<file path="src/rtl/wsched_pkg.sv">
package wsched_pkg;
    localparam int unsigned DEF_WARP_SIZE   = 32;
    localparam int unsigned DEF_MAX_WARPS   = 24;
    localparam int unsigned DEF_MAX_BLOCKS  = 8;
    localparam int unsigned DEF_MAX_THREADS = 512;
    localparam int unsigned DEF_DISPATCH    = 4;

    // Index width for a set of v entries, never below one bit.
    function automatic int unsigned idx_w(input int unsigned v);
        return (v > 1) ? $clog2(v) : 1;
    endfunction
endpackage

</file>
<file path="src/rtl/wsched_pick.sv">
module wsched_pick #(
    parameter int unsigned N = 24,
    localparam int unsigned IW = (N > 1) ? $clog2(N) : 1
) (
    input  logic [N-1:0]  req,
    output logic          found,
    output logic [IW-1:0] idx
);
    always_comb begin
        found = |req;
        idx   = '0;
        for (int i = N - 1; i >= 0; i--) begin
            if (req[i]) idx = IW'(i);
        end
    end
endmodule

</file>
<file path="src/rtl/wsched_alloc.sv">
module wsched_alloc #(
    parameter int unsigned WARP_SIZE   = 32,
    parameter int unsigned MAX_WARPS   = 24,
    parameter int unsigned MAX_THREADS = 512,
    parameter int unsigned THR_W       = 10,
    parameter int unsigned CNT_W       = 5
) (
    input  logic [MAX_WARPS-1:0]                busy,
    input  logic [THR_W-1:0]                    threads,
    input  logic                                blk_avail,
    output logic                                ready,
    output logic [CNT_W-1:0]                    need,
    output logic [MAX_WARPS-1:0]                take,
    output logic [MAX_WARPS-1:0][WARP_SIZE-1:0] take_lanes
);
    localparam int unsigned LANE_W = $clog2(WARP_SIZE);

    logic [THR_W:0]     sum;
    logic [LANE_W-1:0]  rem;
    logic [WARP_SIZE-1:0] tail;
    logic [CNT_W-1:0]   free_cnt;
    logic [CNT_W-1:0]   k;

    always_comb begin
        sum  = {1'b0, threads} + (THR_W + 1)'(WARP_SIZE - 1);
        need = CNT_W'(sum >> LANE_W);
        rem  = threads[LANE_W-1:0];
        tail = (rem == '0) ? '1 : ((WARP_SIZE'(1) << rem) - WARP_SIZE'(1));

        free_cnt = '0;
        for (int i = 0; i < MAX_WARPS; i++) free_cnt = free_cnt + CNT_W'(!busy[i]);

        k          = '0;
        take       = '0;
        take_lanes = '0;
        for (int i = 0; i < MAX_WARPS; i++) begin
            if (!busy[i] && (k < need)) begin
                take[i]       = 1'b1;
                take_lanes[i] = (k == need - CNT_W'(1)) ? tail : '1;
                k             = k + CNT_W'(1);
            end
        end

        ready = blk_avail && (threads != '0) && (threads <= THR_W'(MAX_THREADS))
                && (need <= free_cnt);
    end
endmodule

</file>
<file path="src/rtl/warp_issue_sched.sv">
module warp_issue_sched
    import wsched_pkg::*;
#(
    parameter int unsigned WARP_SIZE    = DEF_WARP_SIZE,
    parameter int unsigned MAX_WARPS    = DEF_MAX_WARPS,
    parameter int unsigned MAX_BLOCKS   = DEF_MAX_BLOCKS,
    parameter int unsigned MAX_THREADS  = DEF_MAX_THREADS,
    parameter int unsigned DISPATCH_CYC = DEF_DISPATCH,
    parameter int unsigned PC_W         = 8,
    parameter int unsigned BLK_ID_W     = 8,
    localparam int unsigned WID_W       = idx_w(MAX_WARPS),
    localparam int unsigned THR_W       = $clog2(MAX_THREADS + 1)
) (
    input  logic                 clk,
    input  logic                 rst_n,
    input  logic                 launch_valid,
    input  logic [BLK_ID_W-1:0]  launch_blk_id,
    input  logic [THR_W-1:0]     launch_threads,
    output logic                 launch_ready,
    input  logic [MAX_WARPS-1:0] warp_ready,
    input  logic                 done_valid,
    input  logic [WID_W-1:0]     done_warp,
    output logic                 issue_valid,
    output logic [WID_W-1:0]     issue_warp,
    output logic [PC_W-1:0]      issue_pc,
    output logic [WARP_SIZE-1:0] issue_lanes,
    output logic [BLK_ID_W-1:0]  issue_blk
);
    localparam int unsigned BIX_W = idx_w(MAX_BLOCKS);
    localparam int unsigned CNT_W = $clog2(MAX_WARPS + 1);
    localparam int unsigned DSP_W = idx_w(DISPATCH_CYC);
    localparam int unsigned GAP_W = $clog2(DISPATCH_CYC + 1);

    typedef struct packed {
        logic [MAX_WARPS-1:0]                 alloc;
        logic [MAX_WARPS-1:0][PC_W-1:0]       pc;
        logic [MAX_WARPS-1:0][WARP_SIZE-1:0]  lanes;
        logic [MAX_WARPS-1:0][BIX_W-1:0]      wblk;
        logic [MAX_BLOCKS-1:0]                bvalid;
        logic [MAX_BLOCKS-1:0][BLK_ID_W-1:0]  bid;
        logic [MAX_BLOCKS-1:0][CNT_W-1:0]     bleft;
        logic [DSP_W-1:0]                     disp;
        logic                                 iss_v;
        logic [WID_W-1:0]                     iss_w;
        logic [PC_W-1:0]                      iss_pc;
        logic [WARP_SIZE-1:0]                 iss_lanes;
        logic [BLK_ID_W-1:0]                  iss_blk;
    } st_t;

    st_t st_q, st_d;

    logic [MAX_WARPS-1:0]                elig;
    logic                                pick_v;
    logic [WID_W-1:0]                    pick;
    logic                                bfree_v;
    logic [BIX_W-1:0]                    bfree;
    logic [CNT_W-1:0]                    need;
    logic [MAX_WARPS-1:0]                take;
    logic [MAX_WARPS-1:0][WARP_SIZE-1:0] take_lanes;
    logic                                accept;
    logic [BIX_W-1:0]                    db;

    assign elig = st_q.alloc & warp_ready;

    wsched_pick #(.N(MAX_WARPS)) u_warp_pick (
        .req(elig), .found(pick_v), .idx(pick)
    );

    wsched_pick #(.N(MAX_BLOCKS)) u_blk_pick (
        .req(~st_q.bvalid), .found(bfree_v), .idx(bfree)
    );

    wsched_alloc #(
        .WARP_SIZE(WARP_SIZE), .MAX_WARPS(MAX_WARPS), .MAX_THREADS(MAX_THREADS),
        .THR_W(THR_W), .CNT_W(CNT_W)
    ) u_alloc (
        .busy(st_q.alloc), .threads(launch_threads), .blk_avail(bfree_v),
        .ready(launch_ready), .need(need), .take(take), .take_lanes(take_lanes)
    );

    assign accept = launch_valid && launch_ready;

    always_comb begin
        st_d       = st_q;
        st_d.iss_v = 1'b0;
        db         = '0;

        // block launch: claims free slots only
        if (accept) begin
            st_d.bvalid[bfree] = 1'b1;
            st_d.bid[bfree]    = launch_blk_id;
            st_d.bleft[bfree]  = need;
            for (int i = 0; i < MAX_WARPS; i++) begin
                if (take[i]) begin
                    st_d.alloc[i] = 1'b1;
                    st_d.pc[i]    = '0;
                    st_d.lanes[i] = take_lanes[i];
                    st_d.wblk[i]  = bfree;
                end
            end
        end

        // issue slot: dispatch window, then lowest eligible warp
        if (st_q.disp != '0) begin
            st_d.disp = st_q.disp - DSP_W'(1);
        end else if (pick_v) begin
            st_d.iss_v     = 1'b1;
            st_d.iss_w     = pick;
            st_d.iss_pc    = st_q.pc[pick];
            st_d.iss_lanes = st_q.lanes[pick];
            st_d.iss_blk   = st_q.bid[st_q.wblk[pick]];
            st_d.pc[pick]  = st_q.pc[pick] + PC_W'(1);
            st_d.disp      = DSP_W'(DISPATCH_CYC - 1);
        end

        // completion: releases an occupied slot, retires an emptied block
        if (done_valid && (done_warp < WID_W'(MAX_WARPS)) && st_q.alloc[done_warp]) begin
            db                 = st_q.wblk[done_warp];
            st_d.alloc[done_warp] = 1'b0;
            st_d.bleft[db]     = st_q.bleft[db] - CNT_W'(1);
            if (st_q.bleft[db] == CNT_W'(1)) st_d.bvalid[db] = 1'b0;
        end
    end

    always_ff @(posedge clk) begin
        if (!rst_n) begin
            st_q <= '0;
        end else begin
            st_q <= st_d;
        end
    end

    assign issue_valid = st_q.iss_v;
    assign issue_warp  = st_q.iss_w;
    assign issue_pc    = st_q.iss_pc;
    assign issue_lanes = st_q.iss_lanes;
    assign issue_blk   = st_q.iss_blk;

    // cycles since the last issue, saturating at the window length
    logic [GAP_W-1:0] gap_q;
    always_ff @(posedge clk) begin
        if (!rst_n) begin
            gap_q <= GAP_W'(DISPATCH_CYC);
        end else if (issue_valid) begin
            gap_q <= GAP_W'(1);
        end else if (gap_q < GAP_W'(DISPATCH_CYC)) begin
            gap_q <= gap_q + GAP_W'(1);
        end
    end

    AST_PICK_ELIG: assert property (@(posedge clk) disable iff (!rst_n)
        pick_v |-> (st_q.alloc[pick] && warp_ready[pick]));

    AST_PICK_LOWEST: assert property (@(posedge clk) disable iff (!rst_n)
        pick_v |-> ((elig & ((MAX_WARPS'(1) << pick) - MAX_WARPS'(1))) == '0));

    AST_DISPATCH_GAP: assert property (@(posedge clk) disable iff (!rst_n)
        issue_valid |-> (gap_q >= GAP_W'(DISPATCH_CYC)));

    AST_NO_BUBBLE: assert property (@(posedge clk) disable iff (!rst_n)
        ((st_q.disp == '0) && (elig != '0)) |=> issue_valid);

    AST_ALLOC_DISJOINT: assert property (@(posedge clk) disable iff (!rst_n)
        accept |-> ((take & st_q.alloc) == '0));

    AST_ZERO_REFUSED: assert property (@(posedge clk) disable iff (!rst_n)
        (launch_threads == '0) |-> !launch_ready);
endmodule

</file>
<file path="config.mk">
export PLATFORM = sky130hd
export DESIGN_NAME = warp_issue_sched
export DESIGN_NICKNAME = d
export VERILOG_FILES = /design/src/rtl/wsched_pkg.sv /design/src/rtl/wsched_pick.sv /design/src/rtl/wsched_alloc.sv /design/src/rtl/warp_issue_sched.sv
export SDC_FILE = /design/constraint.sdc
export NUM_CORES = 2
export LEC_CHECK = 0
export ABC_AREA = 0
export ABC_CLOCK_PERIOD_IN_PS = 84900
export CAP_MARGIN = 10
export CORE_ASPECT_RATIO = 0.8
export CORE_MARGIN = 2
export CORE_UTILIZATION = 40
export CTS_CLUSTER_DIAMETER = 50
export CTS_CLUSTER_SIZE = 14
export DETAILED_ROUTE_END_ITERATION = 8
export MAX_ROUTING_LAYER = met4
export PLACE_DENSITY = 0.66
export SLEW_MARGIN = 15
export SYNTH_ARGS = -nofsm -noshare
export SYNTH_HDL_FRONTEND = slang
export SYNTH_SLANG_ARGS = --single-unit
</file>
<file path="constraint.sdc">
create_clock -name clk -period 84.9 [get_ports clk]
set_input_delay 16.98 -clock clk [delete_from_list [all_inputs] [get_ports clk]]
set_output_delay 16.98 -clock clk [all_outputs]
set_load 0.01 [all_outputs]
</file>
==> qor.txt <==
Status: finished clean
Vias in the first global route: 55020
Via count: 59875
Startpoint Class: primary input
RSZ-0062 raised after global routing: no
Cell count after synthesis: 7547
Cts hold-fix bufs: 0
Die width: 442.8 um
Root Buffer: clkbuf_16
Cell Rows: 128
Worst-Margin Slew: 1.251 ns
Synth Area in Compound Gates: 0.2361
Met3 Use GR: 0.08808
Adder-Cell Fraction of Synth Area: 0.03473
Largest net degree at the start of global routing: 140
Post-detailed-route count of antenna-violating nets: 0
CP Capture Type: flop
Routability cong.: 0.9472
R2R Setup Slk: 37.23 ns
Commonest non-fill, non-tap cell in the layout: nand2_1
Worst Hold Path Cells: 2
Post-Syn Area: 0.06161 mm^2
Post-DR wirelength/cell: 26.53 um
CTS clk-pin slew, worst paths: 0.07 ns
Clock Path Buffers: 3
Final Critical Period: 66.25 ns
Post-CTS Repair Setup Buffers: 0
CTS tree: yes
Slowest-stage cell, CP: or4_2
Hold Path Class: reg2reg
WS Path Type: in2reg
Critical path depth: 199
Commonest cells after routing, fill and taps aside: nand2_1 (1375), dfxtp_1 (1224), a21oi_1 (717)
Global-route wire length before repair: 362200 um
Setup violators final: 0
Final period util: 0.7803
GRT Util Overall: 0.3081
Die area: 0.1572 mm^2
# DRC: 0
Grt met2 use: 0.4316
Critical path's top delay family: simple AND/OR/NAND/NOR gates
WL final: 246400 um
DP HPWL: 144700 um
Top Usage Layer GRT: met2
Die H: 355.0 um
Initial antenna violation count: 15
Yosys warns: 0
Setup TNS: 0 ns
Maxcap violations: 0
Critical path peak fanout: 31
Clock skew: 0.08172 ns
R2R cell count: 190
Mux contribution to synthesized area: 0.03962
Post-CTS Resized: 0
Layout cells sized above 1: 0.1250
Synth Area per Inst: 8.164 um^2
# nets final: 7387
Top FF cell, synth: dfxtp_1
Max stage delay on crit path: 1.06 ns
Ports: 106
Clk sinks: 1224
Drt initial violations: 8837
Total grt overflow: 0
Synth Register Bits: 1224
Critical Path RT: 85.53 ns
Sequential-to-total area share from yosys stat: 0.3977
XOR/XNOR share of the synthesized area: 0.03450
CTS H-tree lvls: 3
TritonCTS buffer count: 119
First drt pass iteration count: 8
Simple-gate share of the synthesized area: 0.2025
Growth of design area from synthesis to finish: 10.22%
Pins over their slew limit: 0
Met1 usage: 0.4190
Largest family of logic cells by synthesized area: compound AO/OA/AOI/OAI gates
WP buf/inv: 19
Initial Util: 0.4037
Post-synth EDFFs: 0
Worst-Skew Late Latency: 0.81 ns
Arrival time worst endpoint: 66.88 ns
Core area: 0.1526 mm^2
Post-synth ARST share: 0
Final hold vios: 0
Peak Freq: 0.01509 GHz
Port Buffer Count: 105
Relative slew margins: 0.1663
Routed vias/inst: 6.449
Most Frequent Cell on Critical Path: ha_1
Post-synth cell types: 110
## flip-flops by register name (all words and copies together), names as in the netlist, named ones only
name,cells
issue_blk,8
issue_lanes,32
issue_valid,1
issue_pc,8
st_q,1106
issue_warp,5
## kinds of logic after synthesis
kind of cell,count (synthesis)
other,1
flip-flops,1224
buffers and inverters,828
AO/OA/AOI/OAI,2200
multiplexers,162
adder cells (fa/ha/maj),161
XOR/XNOR,198
AND/OR/NAND/NOR,2773
## cell type report
type | instances | area (um^2)
clock buffers | 147 | 3203
repair buffers | 250 | 2165
fillers | 14801 | 84720
diodes | 13 | 32.53
flip-flops and latches | 1224 | 24500
inverters | 85 | 321.6
clock inverters | 55 | 813.3
well taps | 2015 | 2521
multi-input cells | 5496 | 34350
## worst reg2reg max path: cells and delay by family (launching register included)
kind	cells	cell delay [ns]
simple gates	63	16.01
flops	1	0.52
xor+xnor	21	7.41
buf+inv	14	1.96
mux	7	2.48
fa+ha+maj	23	6.77
compound gates	62	12.35
## cell usage after synthesis (all sizes together) (8+ instances only)
library cell,n,area [um^2]
a2111oi,8,70.07
and3,34,212.7
o22ai,26,162.7
o21ai,611,3077
clkbuf,632,2384
inv,82,307.8
mux2,25,281.5
xor2,68,670.6
o21a,84,630.6
buf,111,675.6
nor2b,31,193.9
a21oi,723,3626
nand2b,24,150.1
a21boi,163,1224
mux2i,75,763.2
or2,25,158.9
o31a,33,289.0
xnor3,12,272.8
mux4,62,1396
nand4,101,631.9
nand2,1380,5182
a211oi,19,160.2
ha,143,1789
a21o,13,97.59
dfxtp,1224,24500
or4,11,82.58
and2,60,375.4
nand3,709,3548
nor4,24,165.2
xnor2,116,1132
nor2,225,852.1
a22oi,23,172.7
o211ai,25,187.7
o221ai,51,446.7
nor3,80,411.7
fa,17,340.3
o221a,308,3468
nor3b,15,112.6
a31oi,40,250.2
or3,32,200.2
## through the flow
step	std cells	setup WS, ns	hold WS, ns	cell area, um^2	util
detailed placement	9070	18.67	0.4461	63860	0.4184
floorplan	7548	25.92	0.4329	61610	-
finish	9285	18.65	0.4551	67910	0.4449
global placement	9070	19.47	0.4375	63850	0.4183
CTS	9272	19.26	0.4555	67870	0.4447
global route	9283	14.59	0.4706	67900	0.4449
## metal layers
metal | up-vias | part of all wire | wire length, um
met4 | 0 | 0.036 | 8963
met3 | 613 | 0.13 | 32750
met5 | - | 0 | 0
met1 | 29204 | 0.42 | 102700
met2 | 3859 | 0.41 | 102000
li1 | 26199 | - | -
## path summary, 6_finish.rpt
check                    start         to
max          launch_threads[1]  st_q[980]
min                       flop       flop
max reg2reg         st_q[1200]  st_q[980]
min reg2reg               flop       flop
Power is not shown: default switching activity piles up to over one toggle a cycle in this logic, so the estimate is an artifact.
